**config.mk**
```make
export PLATFORM = sky130hd
export DESIGN_NAME = uart_stat_reg
export DESIGN_NICKNAME = d
export VERILOG_FILES = /design/src/rtl/uart_stat_pkg.sv /design/src/rtl/uart_stat_evt.sv /design/src/rtl/stat_flag_cell.sv /design/src/rtl/uart_stat_reg.sv
export SDC_FILE = /design/constraint.sdc
export NUM_CORES = 1
export LEC_CHECK = 0
export BUFFER_PORTS_ARGS = -buffer_cell sky130_fd_sc_hd__buf_2
export CORE_MARGIN = 2
export CORE_UTILIZATION = 44
export CTS_BUF_LIST = sky130_fd_sc_hd__clkbuf_8
export DETAILED_ROUTE_END_ITERATION = 12
export PLACE_DENSITY = 0.81
export SLEW_MARGIN = 10
export SYNTH_ARGS = -nofsm -noshare
export SYNTH_HDL_FRONTEND = slang
export SYNTH_SLANG_ARGS = --single-unit
```
**constraint.sdc**
```tcl
create_clock -name clk -period 1.7 [get_ports clk]
set_input_delay 0 -clock clk [delete_from_list [all_inputs] [get_ports clk]]
set_output_delay 0 -clock clk [all_outputs]
set_load 0.02 [all_outputs]
```
**src/rtl/uart_stat_pkg.sv**
```systemverilog
package uart_stat_pkg;
    localparam int STAT_W    = 8;
    localparam int STICKY_N  = 5;
    localparam int STICKY_LO = STAT_W - STICKY_N;
    localparam logic [STAT_W-1:0] STAT_RST = 8'h84;

    typedef struct packed {
        logic tx_empty;
        logic rx_full;
        logic overrun;
        logic frame_err;
        logic par_err;
        logic tx_end;
        logic mp_rx;
        logic mp_tx;
    } stat_t;
endpackage

```
**src/rtl/uart_stat_evt.sv**
```systemverilog
module uart_stat_evt #(
    parameter int DATA_W = 8
) (
    input  logic              tx_en,
    input  logic              tx_load,
    input  logic              tx_last,
    input  logic              tdr_wr,
    input  logic              rdr_rd,
    input  logic              rx_done,
    input  logic              rx_stop,
    input  logic [DATA_W-1:0] rx_data,
    input  logic              rx_par,
    input  logic              par_en,
    input  logic              par_odd,
    input  logic              tx_empty_q,
    input  logic              rx_full_q,
    output logic [4:0]        sticky_set,
    output logic [4:0]        sticky_hwclr,
    output logic              tend_set,
    output logic              tend_hwclr
);
    // index 4 tx_empty, 3 rx_full, 2 overrun, 1 frame_err, 0 par_err
    logic par_bad;

    always_comb begin
        par_bad = par_en & (^{rx_data, rx_par, par_odd});

        sticky_set[4] = tx_load | ~tx_en;
        sticky_set[3] = rx_done & rx_stop & ~par_bad & ~rx_full_q;
        sticky_set[2] = rx_done & rx_full_q;
        sticky_set[1] = rx_done & ~rx_stop;
        sticky_set[0] = rx_done & par_bad;

        sticky_hwclr[4] = tdr_wr;
        sticky_hwclr[3] = rdr_rd;
        sticky_hwclr[2] = 1'b0;
        sticky_hwclr[1] = 1'b0;
        sticky_hwclr[0] = 1'b0;

        tend_set   = ~tx_en | (tx_last & tx_empty_q);
        tend_hwclr = tdr_wr;
    end
endmodule

```
**src/rtl/stat_flag_cell.sv**
```systemverilog
module stat_flag_cell #(
    parameter logic RST_VAL = 1'b0
) (
    input  logic clk,
    input  logic rst_n,
    input  logic set_ev,
    input  logic hw_clr,
    input  logic rd,
    input  logic wr,
    input  logic wbit,
    output logic q,
    output logic armed,
    output logic sw_clr
);
    typedef struct packed {
        logic flag;
        logic arm;
    } cell_t;

    cell_t cell_d, cell_q;

    always_comb begin
        cell_d = cell_q;
        sw_clr = wr & ~wbit & cell_q.arm;
        if (set_ev)
            cell_d.flag = 1'b1;
        else if (hw_clr || sw_clr)
            cell_d.flag = 1'b0;
        if (rd)
            cell_d.arm = cell_q.flag;
        else if (sw_clr)
            cell_d.arm = 1'b0;
        else
            cell_d.arm = cell_q.arm & cell_q.flag;
    end

    always_ff @(posedge clk) begin
        if (!rst_n) begin
            cell_q.flag <= RST_VAL;
            cell_q.arm  <= 1'b0;
        end else begin
            cell_q <= cell_d;
        end
    end

    assign q     = cell_q.flag;
    assign armed = cell_q.arm;

    AST_SET_WINS: assert property (@(posedge clk) disable iff (!rst_n)
        set_ev |=> q);
    AST_CLR_NEEDS_CAUSE: assert property (@(posedge clk) disable iff (!rst_n)
        (q && !set_ev && !hw_clr && wr && wbit) |=> q);
    AST_ARM_FROM_READ: assert property (@(posedge clk) disable iff (!rst_n)
        (!armed && !rd) |=> !armed);
endmodule

```
**src/rtl/uart_stat_reg.sv**
```systemverilog
module uart_stat_reg #(
    parameter int DATA_W = 8
) (
    input  logic              clk,
    input  logic              rst_n,
    input  logic              bus_rd,
    input  logic              bus_wr,
    input  logic [7:0]        bus_wdata,
    input  logic              tdr_wr,
    input  logic              rdr_rd,
    input  logic              tx_en,
    input  logic              tx_load,
    input  logic              tx_last,
    input  logic              rx_done,
    input  logic              rx_stop,
    input  logic [DATA_W-1:0] rx_data,
    input  logic              rx_par,
    input  logic              par_en,
    input  logic              par_odd,
    input  logic              rx_mpb,
    output logic [7:0]        stat
);
    import uart_stat_pkg::*;

    typedef struct packed {
        logic tx_end;
        logic mp_rx;
        logic mp_tx;
    } low_t;

    low_t low_d, low_q;
    logic [STICKY_N-1:0] s_set, s_hwclr, s_q, s_arm, s_swclr;
    logic tend_set, tend_hwclr;
    stat_t view;

    uart_stat_evt #(.DATA_W(DATA_W)) u_evt (
        .tx_en(tx_en), .tx_load(tx_load), .tx_last(tx_last),
        .tdr_wr(tdr_wr), .rdr_rd(rdr_rd), .rx_done(rx_done),
        .rx_stop(rx_stop), .rx_data(rx_data), .rx_par(rx_par),
        .par_en(par_en), .par_odd(par_odd),
        .tx_empty_q(s_q[4]), .rx_full_q(s_q[3]),
        .sticky_set(s_set), .sticky_hwclr(s_hwclr),
        .tend_set(tend_set), .tend_hwclr(tend_hwclr)
    );

    for (genvar i = 0; i < STICKY_N; i++) begin : g_sticky
        stat_flag_cell #(.RST_VAL(STAT_RST[STICKY_LO+i])) u_cell (
            .clk(clk), .rst_n(rst_n),
            .set_ev(s_set[i]), .hw_clr(s_hwclr[i]),
            .rd(bus_rd), .wr(bus_wr), .wbit(bus_wdata[STICKY_LO+i]),
            .q(s_q[i]), .armed(s_arm[i]), .sw_clr(s_swclr[i])
        );
    end

    always_comb begin
        low_d = low_q;
        if (tend_set)
            low_d.tx_end = 1'b1;
        else if (tend_hwclr || s_swclr[4])
            low_d.tx_end = 1'b0;
        if (rx_done)
            low_d.mp_rx = rx_mpb;
        if (bus_wr)
            low_d.mp_tx = bus_wdata[0];
    end

    always_ff @(posedge clk) begin
        if (!rst_n)
            low_q <= low_t'(STAT_RST[2:0]);
        else
            low_q <= low_d;
    end

    always_comb begin
        view = stat_t'({s_q, low_q});
        stat = view;
    end

    AST_TEND_SET: assert property (@(posedge clk) disable iff (!rst_n)
        (tx_last && view.tx_empty) |=> view.tx_end);
    AST_TEND_BUS_RO: assert property (@(posedge clk) disable iff (!rst_n)
        (!view.tx_end && tx_en && !tx_last) |=> !view.tx_end);
    AST_OVR_NEEDS_FULL: assert property (@(posedge clk) disable iff (!rst_n)
        $rose(view.overrun) |-> $past(view.rx_full));
    AST_MPR_RO: assert property (@(posedge clk) disable iff (!rst_n)
        !rx_done |=> $stable(view.mp_rx));
    AST_FULL_ARMED_WHEN_READ: assert property (@(posedge clk) disable iff (!rst_n)
        (bus_rd && view.rx_full) |=> (s_arm[3] || !view.rx_full));
endmodule

```
# Word level (Yosys, flattened, before mapping)
# Index checks and enable logic that the tools add are counted.
op_classes:
  mux: 18
  n_bitwise: 35
  reduce_logical: 9
op_table:
  columns: ["operator", "count"]
  rows:
  - ["1-bit AND", 23]
  - ["1-bit two-way mux", 18]
  - ["1-bit NOT", 10]
  - ["10-bit parity", 1]
  - ["2-bit nonzero test", 4]
  - ["2-bit OR reduction", 2]
  - ["1-bit logical OR", 2]
  - ["1-bit OR", 2]
word_totals:
  ff_bits: 13
  wordCells: 75

# Longest topological paths before layout
logic_depth:
  word_depth: 6
  ltp_mapped: 4
  mapped_depth_nobuf: 4

# Cells and area by module
# From an unflattened synthesis, not the netlist that was laid out.
unflattened:
  hier_cells: 80
  hier_area_um2: 743.2
by_module_without_submodules:
  columns: ["module", "n_inst", "cells_each", "area_each_um2", "seq_area_each_um2"]
  rows:
  - ["stat_flag_cell (g_sticky[0].u_cell ...)", 4, 9, 87.6, 40.0]
  - ["uart_stat_evt", 1, 23, 176.4, 0.0]
  - ["uart_stat_reg", 1, 10, 116.4, 60.1]
  - ["stat_flag_cell (g_sticky[4].u_cell)", 1, 11, 100.1, 40.0]

# Worst setup path after synthesis
# No wires, ideal clock.
synth_timing:
  kind: "register to register"
  startpoint: "reg g_sticky[3].u_cell.cell_q, in the netlist g_sticky[3].u_cell.q"
  endpoint: "reg g_sticky[3].u_cell.cell_q, in the netlist g_sticky[3].u_cell.q"
  setup_time_ns: 0.096
  arrival_time_ns: 1.146
  required_ns: 1.604
  slack_ns: 0.458
  path_stages_with_launch: 5
  n_path_buf: 0
  synth_period_minus_slack_ns: 1.242
  cell_sequence: "dfxtp_1 > inv_1 > a311oi_1 > and4b_1 > nor4b_1"
synth_via:
  elab_chain_len: 3
  elab_cells_between_ends: 4
  cone_classes: "1 x mux; 2 x bitwise; 1 x reduce/logical"
synth_lines:
  columns: ["item", "line_no", "text"]
  rows:
  - ["from (decl)", "stat_flag_cell.sv:20", "cell_t cell_d, cell_q;"]
  - ["from (signal assigned)", "stat_flag_cell.sv:42", "cell_q <= cell_d;"]
  - ["1-bit NOT (*)", "uart_stat_evt.sv:29", "sticky_set[3] = rx_done & rx_stop & ~par_bad & ~rx_full_q;"]
  - ["1-bit AND (*)", "uart_stat_evt.sv:29", null]
  - ["1-bit two-way mux / 2-bit nonzero test (equally long branches)", null, null]
# Every way passes the cells marked *; elsewhere a longest branch is shown, timed or not.
# A chain may end at the register's enable or synchronous reset.

# Worst setup path after layout
# Ends and elaborated chain as after synthesis.

==> impl_metrics.csv <==
group,metric,value,unit
setup_path,path_max_fanout,4,
flow_run,drv_cap,0,
die,die_h,43.0,um
clocking,tritoncts,"yes",
status,status,"complete, no violations",
pwr,power.density,871,nW/um^2
detailed_routing,vias_per_cell,5.24,
sta,drv_slew,0,
final_layout,syn_to_final_growth,32.4,%
grt,grt-ovfl-total,0,
sta,rsz0062_at_grt,"false",
sta,fmax,0.722,GHz
grt,grt_usage,18.3,%
sta,clock_skew,0.00506,ns
clocking,clock-sinks,13,
die,rows,14,
sta,setup_viol,0,
die,core_area,1470,um^2
grt,grt_max_degree,13,
sta,worstMarginPinSlew,0.365,ns
detailed_routing,wl_met2,786,um
detailed_routing,drt_iter0_drc,6,
die,initial_core_util,45.4,%
detailed_routing,met3_length,120,um
logic_synthesis,netlist_area,668,um^2
clocking,cts_resized,0,
clocking,cts_buffers,3,
hold_path,hold_class,"input port to register",
hold_path,hold_depth,3,
sta,finalCritPeriodShare,81.5,%
setup_path,rr_worst_depth,4,
setup_path,arrival,1.53,ns
grt,grt_pass1_wl,2510,um
sta,fin_tns_setup,0,ns
detailed_routing,vias,655,
final_layout,drive_gt1_share,36.7,%
detailed_routing,wl_per_cell,11.8,um
detailed_routing,drc_errors,0,
clocking,clk_latency,0.24,ns
setup_path,path_class,"register to register",
die,ios,39,
final_layout,multi_input_comb_area,344,um^2
detailed_routing,ant_nets,0,
sta,slew_headroom,75.5,%
clocking,clockRootBuffer,"clkbuf_8",
sta,hold_viol,0,
pwr,p_leak,0.000434,uW
grt,antenna_found_initial,0,
logic_synthesis,ys_ff_latch,13,
final_layout,num-nets-final,141,
detailed_routing,drtPass1Iterations,4,
clocking,cts.clk_slew.worst_paths,0.06,ns
detailed_routing,routed_wl,1480,um
grt,grt_pass1_vias,639,
logic_synthesis,synth_cells,74,
place,place_congestion,0.678,
die,dieArea,1850,um^2
final_layout,antenna_cells,0,
final_layout,final_common_cell,"buf_2",
final_layout,fillers,141,
final_layout,regArea,260,um^2
sta,finalCriticalPeriod,1.39,ns
clocking,h-tree-depth,1,
final_layout,most-common-layout-cells,"36 x buf_2, 13 x dfxtp_1, 9 x nand2_1",
logic_synthesis,synth_nets,105,
place,placed_cells,119,
pwr,p_total,770,uW
detailed_routing,wl_met1,561,um
pwr,vdd_drop_max,0.703,mV
place,dpl.hpwl,1130,um
setup_path,worst-endpoint-required,1.84,ns
logic_synthesis,ys_seq_area_share,39.0,%
logic_synthesis,ys_types,23,
die,die_x,43.0,um
logic_synthesis,syn_area_per_cell,9.03,um^2
setup_path,startpoint_type,"register",
place,io_buffers,36,
logic_synthesis,ys_warn_count,0,
clocking,clk_path_buf_depth,2,
final_layout,layout.cells.non_filler,125,
setup_path,end_kind,"register",
detailed_routing,top_layer_used,"met4",
==> repair_timing <==
action / CTS / global route
hold buffers: 2 / 0
setup buffers: 0 / 0
endpoints found under the hold margin: 2 / 0
endpoints found under the setup margin: 0 / 0
==> through the flow <==
stage	hold WS, ns	worst slack [ns]	util (%)	cell area [um^2]
2_1_floorplan	0.0944	0.458	-	668
3_3_place_gp	0.185	0.361	55.7	820
3_5_place_dp	0.198	0.341	55.7	820
4_1_cts	0.0336	0.299	60.1	885
5_1_grt	0.0467	0.184	60.1	885
6_report	0.0332	0.315	60.1	885
==> critical path, cell delays in order, from the launching register on <==
cell      delay, ns
dfxtp_1        0.36
inv_1          0.07
a311oi_1       0.32
and4b_1        0.25
nor4b_1        0.29
==> registers in the layout (all words and copies together) (netlist names) <==
| register | cells |
|---|---|
| stat | 3 |
| g_sticky.u_cell.q | 5 |
| g_sticky.u_cell.armed | 5 |
==> cells in the mapped netlist <==
| master | n | area share [%] |
|---|---|---|
| nor4b_1 | 2 | 2.6 |
| a211o_1 | 1 | 1.3 |
| mux2i_1 | 2 | 3.0 |
| clkbuf_1 | 1 | 0.56 |
| a22oi_1 | 1 | 1.1 |
| a221o_1 | 1 | 1.5 |
| nor2b_1 | 5 | 4.7 |
| a311oi_1 | 1 | 1.3 |
| nand2_1 | 9 | 5.1 |
| xor2_1 | 2 | 2.6 |
| xnor2_1 | 4 | 5.2 |
| and4b_1 | 1 | 1.5 |
| xnor3_1 | 1 | 3.4 |
| nor2_1 | 5 | 2.8 |
| a31oi_1 | 3 | 2.8 |
| buf_4 | 6 | 6.7 |
| a41o_1 | 1 | 1.5 |
| dfxtp_1 | 13 | 39 |
| nand3b_1 | 2 | 2.2 |
| inv_1 | 4 | 2.2 |
| a21oi_1 | 6 | 4.5 |
| xnor2_2 | 1 | 2.4 |
| nand2b_1 | 2 | 1.9 |
==> per-layer routing <==
layer  GRT usage [%]  vias up
met1            18.5      305
met3            6.81        2
met5               0        -
met4            5.45        0
li1                -      319
met2            34.2       29
==> logic make-up after synthesis <==
group	count (synthesis)	share of synthesized area [%]
simple gates	26	20.8
compound gates	14	14.0
flops	13	39.0
buf+inv	11	9.55
xor+xnor	8	13.7
mux	2	3.00
==> area by class of cell <==
class                   count  share of cell area, %
flip-flops and latches     13                   29.4
repair buffers             38                   22.6
multi-input cells          50                   38.9
inverters                   4                   1.70
clock buffers               3                   4.67
well taps                  16                   2.26
clock inverters             1                  0.424
==> report_power, final <==
group | leakage [uW] | internal [uW] | switching, uW | total [uW]
combinational | 0.000300 | 90.0 | 84.1 | 174
sequential | 0.000106 | 323 | 10.2 | 333
clock | 0.0000269 | 159 | 104 | 263
total | 0.000434 | 572 | 198 | 770
==> worst paths after layout <==
check / endpoint / start / slack, ns
setup / recovery: g_sticky[3].u_cell.q / g_sticky[3].u_cell.q / 0.31
hold reg to reg: g_sticky[2].u_cell.armed / g_sticky[2].u_cell.q / 0.45
hold / removal: stat[1] / rx_mpb / 0.03
setup reg to reg: g_sticky[3].u_cell.q / g_sticky[3].u_cell.q / 0.31
No activity file was read; power rests on OpenSTA's default activity.
